==> src/rtl/keyq_pkg.sv <==
package keyq_pkg;
    typedef enum logic {
        RD_POP  = 1'b0,
        RD_PEEK = 1'b1
    } rd_kind_e;

    function automatic logic [7:0] keyq_encode(input logic press, input logic [6:0] code);
        return {press, code};
    endfunction
endpackage

==> src/rtl/keyq_store.sv <==
module keyq_store #(
    parameter int DEPTH = 16,
    parameter int DW    = 8,
    localparam int PW   = $clog2(DEPTH)
) (
    input  logic          clk,
    input  logic          rst_n,
    input  logic          wr_en,
    input  logic [PW-1:0] wr_addr,
    input  logic [DW-1:0] wr_data,
    input  logic [PW-1:0] rd_addr,
    output logic [DW-1:0] rd_data
);
    logic [DW-1:0] slot_q [DEPTH];
    logic [DW-1:0] slot_d [DEPTH];

    always_comb begin
        slot_d = slot_q;
        if (wr_en) slot_d[wr_addr] = wr_data;
    end

    always_ff @(posedge clk or negedge rst_n) begin
        if (!rst_n) begin
            for (int k = 0; k < DEPTH; k++) slot_q[k] <= '0;
        end else begin
            slot_q <= slot_d;
        end
    end

    assign rd_data = slot_q[rd_addr];
endmodule

==> src/rtl/keyq_ctrl.sv <==
module keyq_ctrl
    import keyq_pkg::*;
#(
    parameter int DEPTH = 16,
    localparam int PW   = $clog2(DEPTH),
    localparam int LW   = PW + 1
) (
    input  logic          clk,
    input  logic          rst_n,
    input  logic          ev_valid,
    input  logic          drop_gate,
    input  logic          cfg_wr,
    input  logic          rd_valid,
    input  rd_kind_e      rd_kind,
    input  logic [LW-1:0] rd_index,
    output logic          wr_en,
    output logic [PW-1:0] wr_addr,
    output logic [PW-1:0] rd_addr,
    output logic          rd_hit,
    output logic          ev_accept,
    output logic          ev_overflow
);
    typedef struct packed {
        logic [PW-1:0] head;
        logic [LW-1:0] len;
    } ptr_t;

    ptr_t ptr_q, ptr_d;
    logic pop_ok;

    always_comb begin
        ptr_d       = ptr_q;
        ev_accept   = 1'b0;
        ev_overflow = 1'b0;
        wr_addr     = '0;
        pop_ok      = rd_valid && (rd_kind == RD_POP) && (ptr_q.len > LW'(1));

        if (rd_kind == RD_PEEK) begin
            rd_addr = ptr_q.head + rd_index[PW-1:0];
            rd_hit  = rd_index < ptr_q.len;
        end else begin
            rd_addr = ptr_q.head + PW'(1);
            rd_hit  = pop_ok;
        end

        // read side updates the pointers first
        if (pop_ok) begin
            ptr_d.head = ptr_q.head + PW'(1);
            ptr_d.len  = ptr_q.len - LW'(1);
        end

        // event placed against the post-read state
        if (ev_valid && !drop_gate) begin
            if (ptr_d.len == LW'(DEPTH)) begin
                ev_overflow = 1'b1;
            end else begin
                ev_accept = 1'b1;
                wr_addr   = ptr_d.head + ptr_d.len[PW-1:0];
                ptr_d.len = ptr_d.len + LW'(1);
            end
        end

        if (cfg_wr) begin
            ptr_d       = '0;
            ev_accept   = 1'b0;
            ev_overflow = 1'b0;
        end
        wr_en = ev_accept;
    end

    always_ff @(posedge clk or negedge rst_n) begin
        if (!rst_n) ptr_q <= '0;
        else        ptr_q <= ptr_d;
    end

    assert_len_bound_R3: assert property (@(posedge clk) disable iff (!rst_n)
        ptr_q.len <= LW'(DEPTH));

    assert_pop_short_R5: assert property (@(posedge clk) disable iff (!rst_n)
        (rd_valid && rd_kind == RD_POP && ptr_q.len <= LW'(1) && !cfg_wr)
        |=> $stable(ptr_q.head));

    assert_pop_step_R5: assert property (@(posedge clk) disable iff (!rst_n)
        (rd_valid && rd_kind == RD_POP && ptr_q.len > LW'(1) && !cfg_wr)
        |=> ptr_q.head == $past(ptr_q.head) + PW'(1));

    assert_peek_still_R6: assert property (@(posedge clk) disable iff (!rst_n)
        (rd_valid && rd_kind == RD_PEEK && !ev_valid && !cfg_wr)
        |=> $stable(ptr_q.len) && $stable(ptr_q.head));

    assert_cfg_clear_R7: assert property (@(posedge clk) disable iff (!rst_n)
        cfg_wr |=> (ptr_q.len == '0) && (ptr_q.head == '0));
endmodule

==> src/rtl/keyq_flags.sv <==
module keyq_flags (
    input  logic clk,
    input  logic rst_n,
    input  logic ev_accept,
    input  logic ev_overflow,
    input  logic cfg_wr,
    input  logic status_ack,
    output logic kp_int,
    output logic err_int,
    output logic ovf_err,
    output logic drop_gate
);
    typedef struct packed {
        logic kp;
        logic err;
        logic ovf;
    } flag_t;

    flag_t flag_q, flag_d;

    always_comb begin
        flag_d = flag_q;
        if (status_ack || cfg_wr) begin
            flag_d.kp  = 1'b0;
            flag_d.err = 1'b0;
        end
        if (ev_accept) flag_d.kp = 1'b1;
        if (ev_overflow) begin
            flag_d.err = 1'b1;
            flag_d.ovf = 1'b1;
        end
    end

    always_ff @(posedge clk or negedge rst_n) begin
        if (!rst_n) flag_q <= '0;
        else        flag_q <= flag_d;
    end

    assign kp_int    = flag_q.kp;
    assign err_int   = flag_q.err;
    assign ovf_err   = flag_q.ovf;
    assign drop_gate = flag_q.err && flag_q.ovf;

    assert_ovf_flag_R3: assert property (@(posedge clk) disable iff (!rst_n)
        ev_overflow |=> err_int && ovf_err);

    assert_ack_clear_R8: assert property (@(posedge clk) disable iff (!rst_n)
        (status_ack && !ev_accept && !ev_overflow) |=> !kp_int && !err_int);

    assert_accept_flag_R2: assert property (@(posedge clk) disable iff (!rst_n)
        ev_accept |=> kp_int);
endmodule

==> src/rtl/key_event_queue.sv <==
module key_event_queue
    import keyq_pkg::*;
#(
    parameter int DEPTH  = 16,
    parameter int CODE_W = 7,
    localparam int PW    = $clog2(DEPTH),
    localparam int IW    = PW + 1,
    localparam int DW    = CODE_W + 1
) (
    input  logic          clk,
    input  logic          rst_n,
    input  logic          ev_valid,
    input  logic [CODE_W-1:0] ev_code,
    input  logic          ev_press,
    input  logic          cfg_wr,
    input  logic          status_ack,
    input  logic          rd_valid,
    input  logic          rd_peek,
    input  logic [IW-1:0] rd_index,
    output logic          rd_ack,
    output logic [DW-1:0] rd_data,
    output logic          kp_int,
    output logic          err_int,
    output logic          ovf_err,
    output logic          irq_n
);
    typedef struct packed {
        logic          ack;
        logic [DW-1:0] data;
    } rdout_t;

    rdout_t   rdo_q, rdo_d;
    rd_kind_e rd_kind;
    logic          drop_gate, wr_en, rd_hit, ev_accept, ev_overflow;
    logic [PW-1:0] wr_addr, rd_addr;
    logic [DW-1:0] slot_data;

    assign rd_kind = rd_peek ? RD_PEEK : RD_POP;

    keyq_ctrl #(.DEPTH(DEPTH)) u_ctrl (
        .clk, .rst_n, .ev_valid, .drop_gate, .cfg_wr, .rd_valid, .rd_kind,
        .rd_index, .wr_en, .wr_addr, .rd_addr, .rd_hit, .ev_accept, .ev_overflow
    );

    keyq_store #(.DEPTH(DEPTH), .DW(DW)) u_store (
        .clk, .rst_n, .wr_en, .wr_addr,
        .wr_data(keyq_encode(ev_press, ev_code)),
        .rd_addr, .rd_data(slot_data)
    );

    keyq_flags u_flags (
        .clk, .rst_n, .ev_accept, .ev_overflow, .cfg_wr, .status_ack,
        .kp_int, .err_int, .ovf_err, .drop_gate
    );

    always_comb begin
        rdo_d.ack  = rd_valid;
        rdo_d.data = (rd_valid && rd_hit) ? slot_data : '0;
    end

    always_ff @(posedge clk or negedge rst_n) begin
        if (!rst_n) rdo_q <= '0;
        else        rdo_q <= rdo_d;
    end

    assign rd_ack  = rdo_q.ack;
    assign rd_data = rdo_q.data;
    assign irq_n   = !(kp_int || err_int);

    assert_gate_drop_R4: assert property (@(posedge clk) disable iff (!rst_n)
        (err_int && ovf_err) |-> !ev_accept && !ev_overflow);

    assert_rd_ack_R10: assert property (@(posedge clk) disable iff (!rst_n)
        rd_valid |=> rd_ack);

    assert_no_ack_R10: assert property (@(posedge clk) disable iff (!rst_n)
        !rd_valid |=> !rd_ack && rd_data == '0);
endmodule

==> config.mk <==
export PLATFORM = sky130hd
export DESIGN_NAME = key_event_queue
export DESIGN_NICKNAME = d
export VERILOG_FILES = /design/src/rtl/keyq_pkg.sv /design/src/rtl/keyq_store.sv /design/src/rtl/keyq_ctrl.sv /design/src/rtl/keyq_flags.sv /design/src/rtl/key_event_queue.sv
export SDC_FILE = /design/constraint.sdc
export NUM_CORES = 1
export LEC_CHECK = 0
export ABC_AREA = 1
export BUFFER_PORTS_ARGS = -buffer_cell sky130_fd_sc_hd__buf_2
export CAP_MARGIN = 20
export CORE_ASPECT_RATIO = 0.6
export CORE_MARGIN = 2
export CORE_UTILIZATION = 55
export CTS_BUF_LIST = sky130_fd_sc_hd__clkbuf_2 sky130_fd_sc_hd__clkbuf_4 sky130_fd_sc_hd__clkbuf_8
export CTS_CLUSTER_SIZE = 14
export DETAILED_ROUTE_END_ITERATION = 6
export MAX_ROUTING_LAYER = met4
export PLACE_DENSITY = 0.69
export SKIP_CTS_REPAIR_TIMING = 1
export SLEW_MARGIN = 25
export SYNTH_ARGS = -nofsm -noshare
export SYNTH_HDL_FRONTEND = slang
export SYNTH_SLANG_ARGS = --single-unit
==> constraint.sdc <==
create_clock -name clk -period 3.54 [get_ports clk]
set_input_delay 0.708 -clock clk [delete_from_list [all_inputs] [get_ports clk]]
set_output_delay 0.708 -clock clk [all_outputs]
set_load 0.005 [all_outputs]
==> impl_metrics.env <==
export IMPL_status="complete, no violations"
export IMPL_timing_final_crit_share_pct=93.3
export IMPL_ios=33
export IMPL_path_class="register to register"
export IMPL_grt_pass1_vias=6797
export IMPL_final_common_cell="nand2_1"
export IMPL_ant_nets=0
export IMPL_synth_edf_count=0
export IMPL_globalRouteTotalUtil_pct=31.1
export IMPL_drtIter0Drc=728
export IMPL_rsz0062_at_grt="yes"
export IMPL_nFillCells=1354
export IMPL_insertion_delay_ns=0.46
export IMPL_grt_overflow=0
export IMPL_finalSetupViolCount=0
export IMPL_place_gp_congestion=0.884
export IMPL_dr_pass1_iters=5
export IMPL_worst_pin_slew_ns=0.884
export IMPL_cp_max_fo=11
export IMPL_syn_inst=1094
export IMPL_ir_drop_mv=0.349
export IMPL_fp_coreArea_um2=14700
export IMPL_final_seq_area_um2=3730
export IMPL_cts_tree="built"
export IMPL_slowest_stage="dfrtp_1"
export IMPL_antenna_found_initial=0
export IMPL_syn_nets=1131
export IMPL_crit_chain="inv_1, ha_1, nand2_1, nand3_2, nand2_4, o21ai_0, inv_1, ha_1, nand2_1, nand2_1, a21o_1, nand3_1, nand3_1, nand2_4, inv_1, nor2_4, nand2_1, nand2_1, nand2_1"
export IMPL_reg2regPathDepth=19
export IMPL_r2r_start="u_ctrl.ptr_q[1]$_DFF_PN0_"
export IMPL_slew_viol_final=0
export IMPL_clk_pin_slew_ns=0.10
export IMPL_diodes=0
export IMPL_wl_mm=23.3
export IMPL_synth_seq_cells=149
export IMPL_dieArea_um2=16400
export IMPL_max_cap_viol_count=0
export IMPL_total_power_w=0.00696
export IMPL_vias_per_cell=5.59
export IMPL_post_route_min_period_ns=3.30
export IMPL_grt_pass1_wl_mm=37.7
export IMPL_finalNetCount=1157
export IMPL_postSynthAreaPerCell_um2=7.70
export IMPL_end_kind="register"
export IMPL_slowest_delay_ns=0.41
export IMPL_fin_skew_ns=0.0201
export IMPL_synthFlopType="dfrtp_1"
export IMPL_rows=34
export IMPL_cp_required_ns=3.89
export IMPL_worstPathArrival_ns=3.65
export IMPL_clock_sinks=149
export IMPL_drcViolationCount=0
export IMPL_portBuffers=32
export IMPL_final_cell_mix="377 x nand2_1, 158 x nand3_1, 149 x dfrtp_1"
export IMPL_synth_async_reset_ratio_pct=100
export IMPL_timing_fmax_mhz=303
export IMPL_power_per_cell_area_nw_per_um2=748
export IMPL_die_h_um=99.9
export IMPL_initial_core_util_pct=57.2
export IMPL_cts_made_buffers=17
export IMPL_hold_viol_final=0
export IMPL_leakage_nw=4.87
export IMPL_die_x_um=164
export IMPL_r2r_setup_slack_ns=0.24
export IMPL_fin_hold_ws_ns=0.214
export IMPL_yosysWarnings=0
export IMPL_synth_cell_types=41
export IMPL_netlist_area_um2=8420
export IMPL_seq_area_frac_synth_pct=44.3
export IMPL_vias=7436
export IMPL_dp_final_hpwl_mm=15.8
export IMPL_hp_class="input port to asynchronous set/reset pin"
export IMPL_path_delay_family="simple AND/OR/NAND/NOR gates"
export IMPL_clock_tree_buffer_depth=2
export IMPL_drive_gt1_share_pct=15.6
export IMPL_htreeDepth=4
export IMPL_grt_max_degree=62
export IMPL_slew_headroom_pct=40.8
export IMPL_r2r_end="u_store.slot_q[25]$_DFFE_PN0P_"
export IMPL_critPathBufInv=3
export IMPL_cpMostUsedCell="nand2_1"
export IMPL_worstSetupStartpointType="register"
export IMPL_area_growth_pct=10.4
export IMPL_multiInputGateArea_um2=4020
export IMPL_setup_worst_path_start="u_ctrl.ptr_q[1]$_DFF_PN0_"
export IMPL_cts_root_buf="clkbuf_8"
export IMPL_avgRoutedWirePerCell_um=17.5
-- state kept, by name, indices dropped and copies added, names as in the netlist --
register         count
u_store.slot_q     128
u_ctrl.ptr_q         9
rd_data              8
rd_ack               1
u_flags.err_int      1
u_flags.kp_int       1
u_flags.ovf_err      1
-- final cells by class --
cell class | instances | share of cell area (%)
Tap cell | 198 | 2.66
Sequential cell | 149 | 40.1
Timing Repair Buffer | 74 | 6.12
Clock inverter | 14 | 1.51
Clock buffer | 18 | 2.66
Inverter | 89 | 3.69
Multi-Input combinational cell | 789 | 43.3
-- through the flow --
step / area (um2) / instances / TNS, ns / utilization (%) / setup slack (ns)
floorplan: 8420 / 1094 / 0 / - / 0.400
global placement: 8910 / 1299 / 0 / 60.5 / 0.186
detailed placement: 8910 / 1299 / 0 / 60.5 / 0.0673
CTS: 9290 / 1331 / 0 / 63.1 / 0.273
global route: 9300 / 1331 / -0.647 / 63.2 / -0.0545
finish: 9300 / 1331 / 0 / 63.2 / 0.238
-- per-layer routing --
metal / global-route usage [%] / share of wire, % / vias to the layer above / routed length, um
li1: - / - / 3563 / -
met1: 48.8 / 49 / 3518 / 11400
met2: 41.4 / 41 / 328 / 9420
met3: 5.74 / 9.5 / 27 / 2210
met4: 6.34 / 1.0 / 0 / 242
met5: - / 0 / - / 0
-- worst max-delay path by stage --
| stage | depth (start not counted) | slack, ns | endpoint |
|---|---|---|---|
| after global placement | 20 | 0.19 | u_store.slot_q[27]$_DFFE_PN0P_ |
| after detailed placement | 20 | 0.07 | u_store.slot_q[25]$_DFFE_PN0P_ |
| after CTS | 19 | 0.27 | u_store.slot_q[9]$_DFFE_PN0P_ |
| after global routing | 19 | -0.05 | u_store.slot_q[22]$_DFFE_PN0P_ |
| final | 19 | 0.24 | u_store.slot_q[25]$_DFFE_PN0P_ |
| after floorplan | 15 | 0.40 | u_store.slot_q[10]$_DFFE_PN0P_ |
-- power by group --
part | switching, W | leakage, nW | internal, W
registers | 0.000268 | 1.85 | 0.00219
clock network | 0.000727 | 0.187 | 0.000594
logic | 0.00202 | 2.83 | 0.00116
total | 0.00301 | 4.87 | 0.00394
-- cells by family after synthesis --
kind of cell,count (synthesis),share of synthesized area [%]
simple gates,627,33.0
xor+xnor,11,1.14
compound gates,134,10.6
fa+ha+maj,17,2.70
buf+inv,156,8.29
flops,149,44.3
-- synth_stat cells (2+ instances only) --
| master | instances | share of area (%) |
|---|---|---|
| o21bai_1 | 32 | 2.9 |
| clkbuf_1 | 24 | 1.1 |
| o21ai_2 | 2 | 0.21 |
| nand2_4 | 7 | 0.94 |
| nand4_2 | 2 | 0.30 |
| dfrtp_1 | 149 | 44 |
| ha_1 | 15 | 2.2 |
| fa_1 | 2 | 0.48 |
| nand3_2 | 4 | 0.48 |
| buf_4 | 6 | 0.53 |
| a21bo_2 | 21 | 2.5 |
| xnor2_1 | 5 | 0.52 |
| xor2_1 | 6 | 0.62 |
| nor2_4 | 3 | 0.40 |
| nand2_2 | 5 | 0.37 |
| nor3_1 | 9 | 0.53 |
| o211ai_1 | 2 | 0.18 |
| inv_2 | 9 | 0.40 |
| inv_1 | 79 | 3.5 |
| buf_8 | 3 | 0.53 |
| nand2_1 | 380 | 17 |
| o22ai_1 | 2 | 0.15 |
| nand4_1 | 4 | 0.30 |
| a21oi_1 | 35 | 2.1 |
| buf_2 | 33 | 2.0 |
| o21ai_0 | 34 | 2.0 |
| or2_2 | 5 | 0.37 |
| nand4_4 | 2 | 0.50 |
| nor2_1 | 43 | 1.9 |
| nor2_2 | 3 | 0.22 |
| nand3_1 | 158 | 9.4 |
(Power assumes the default switching activity.)
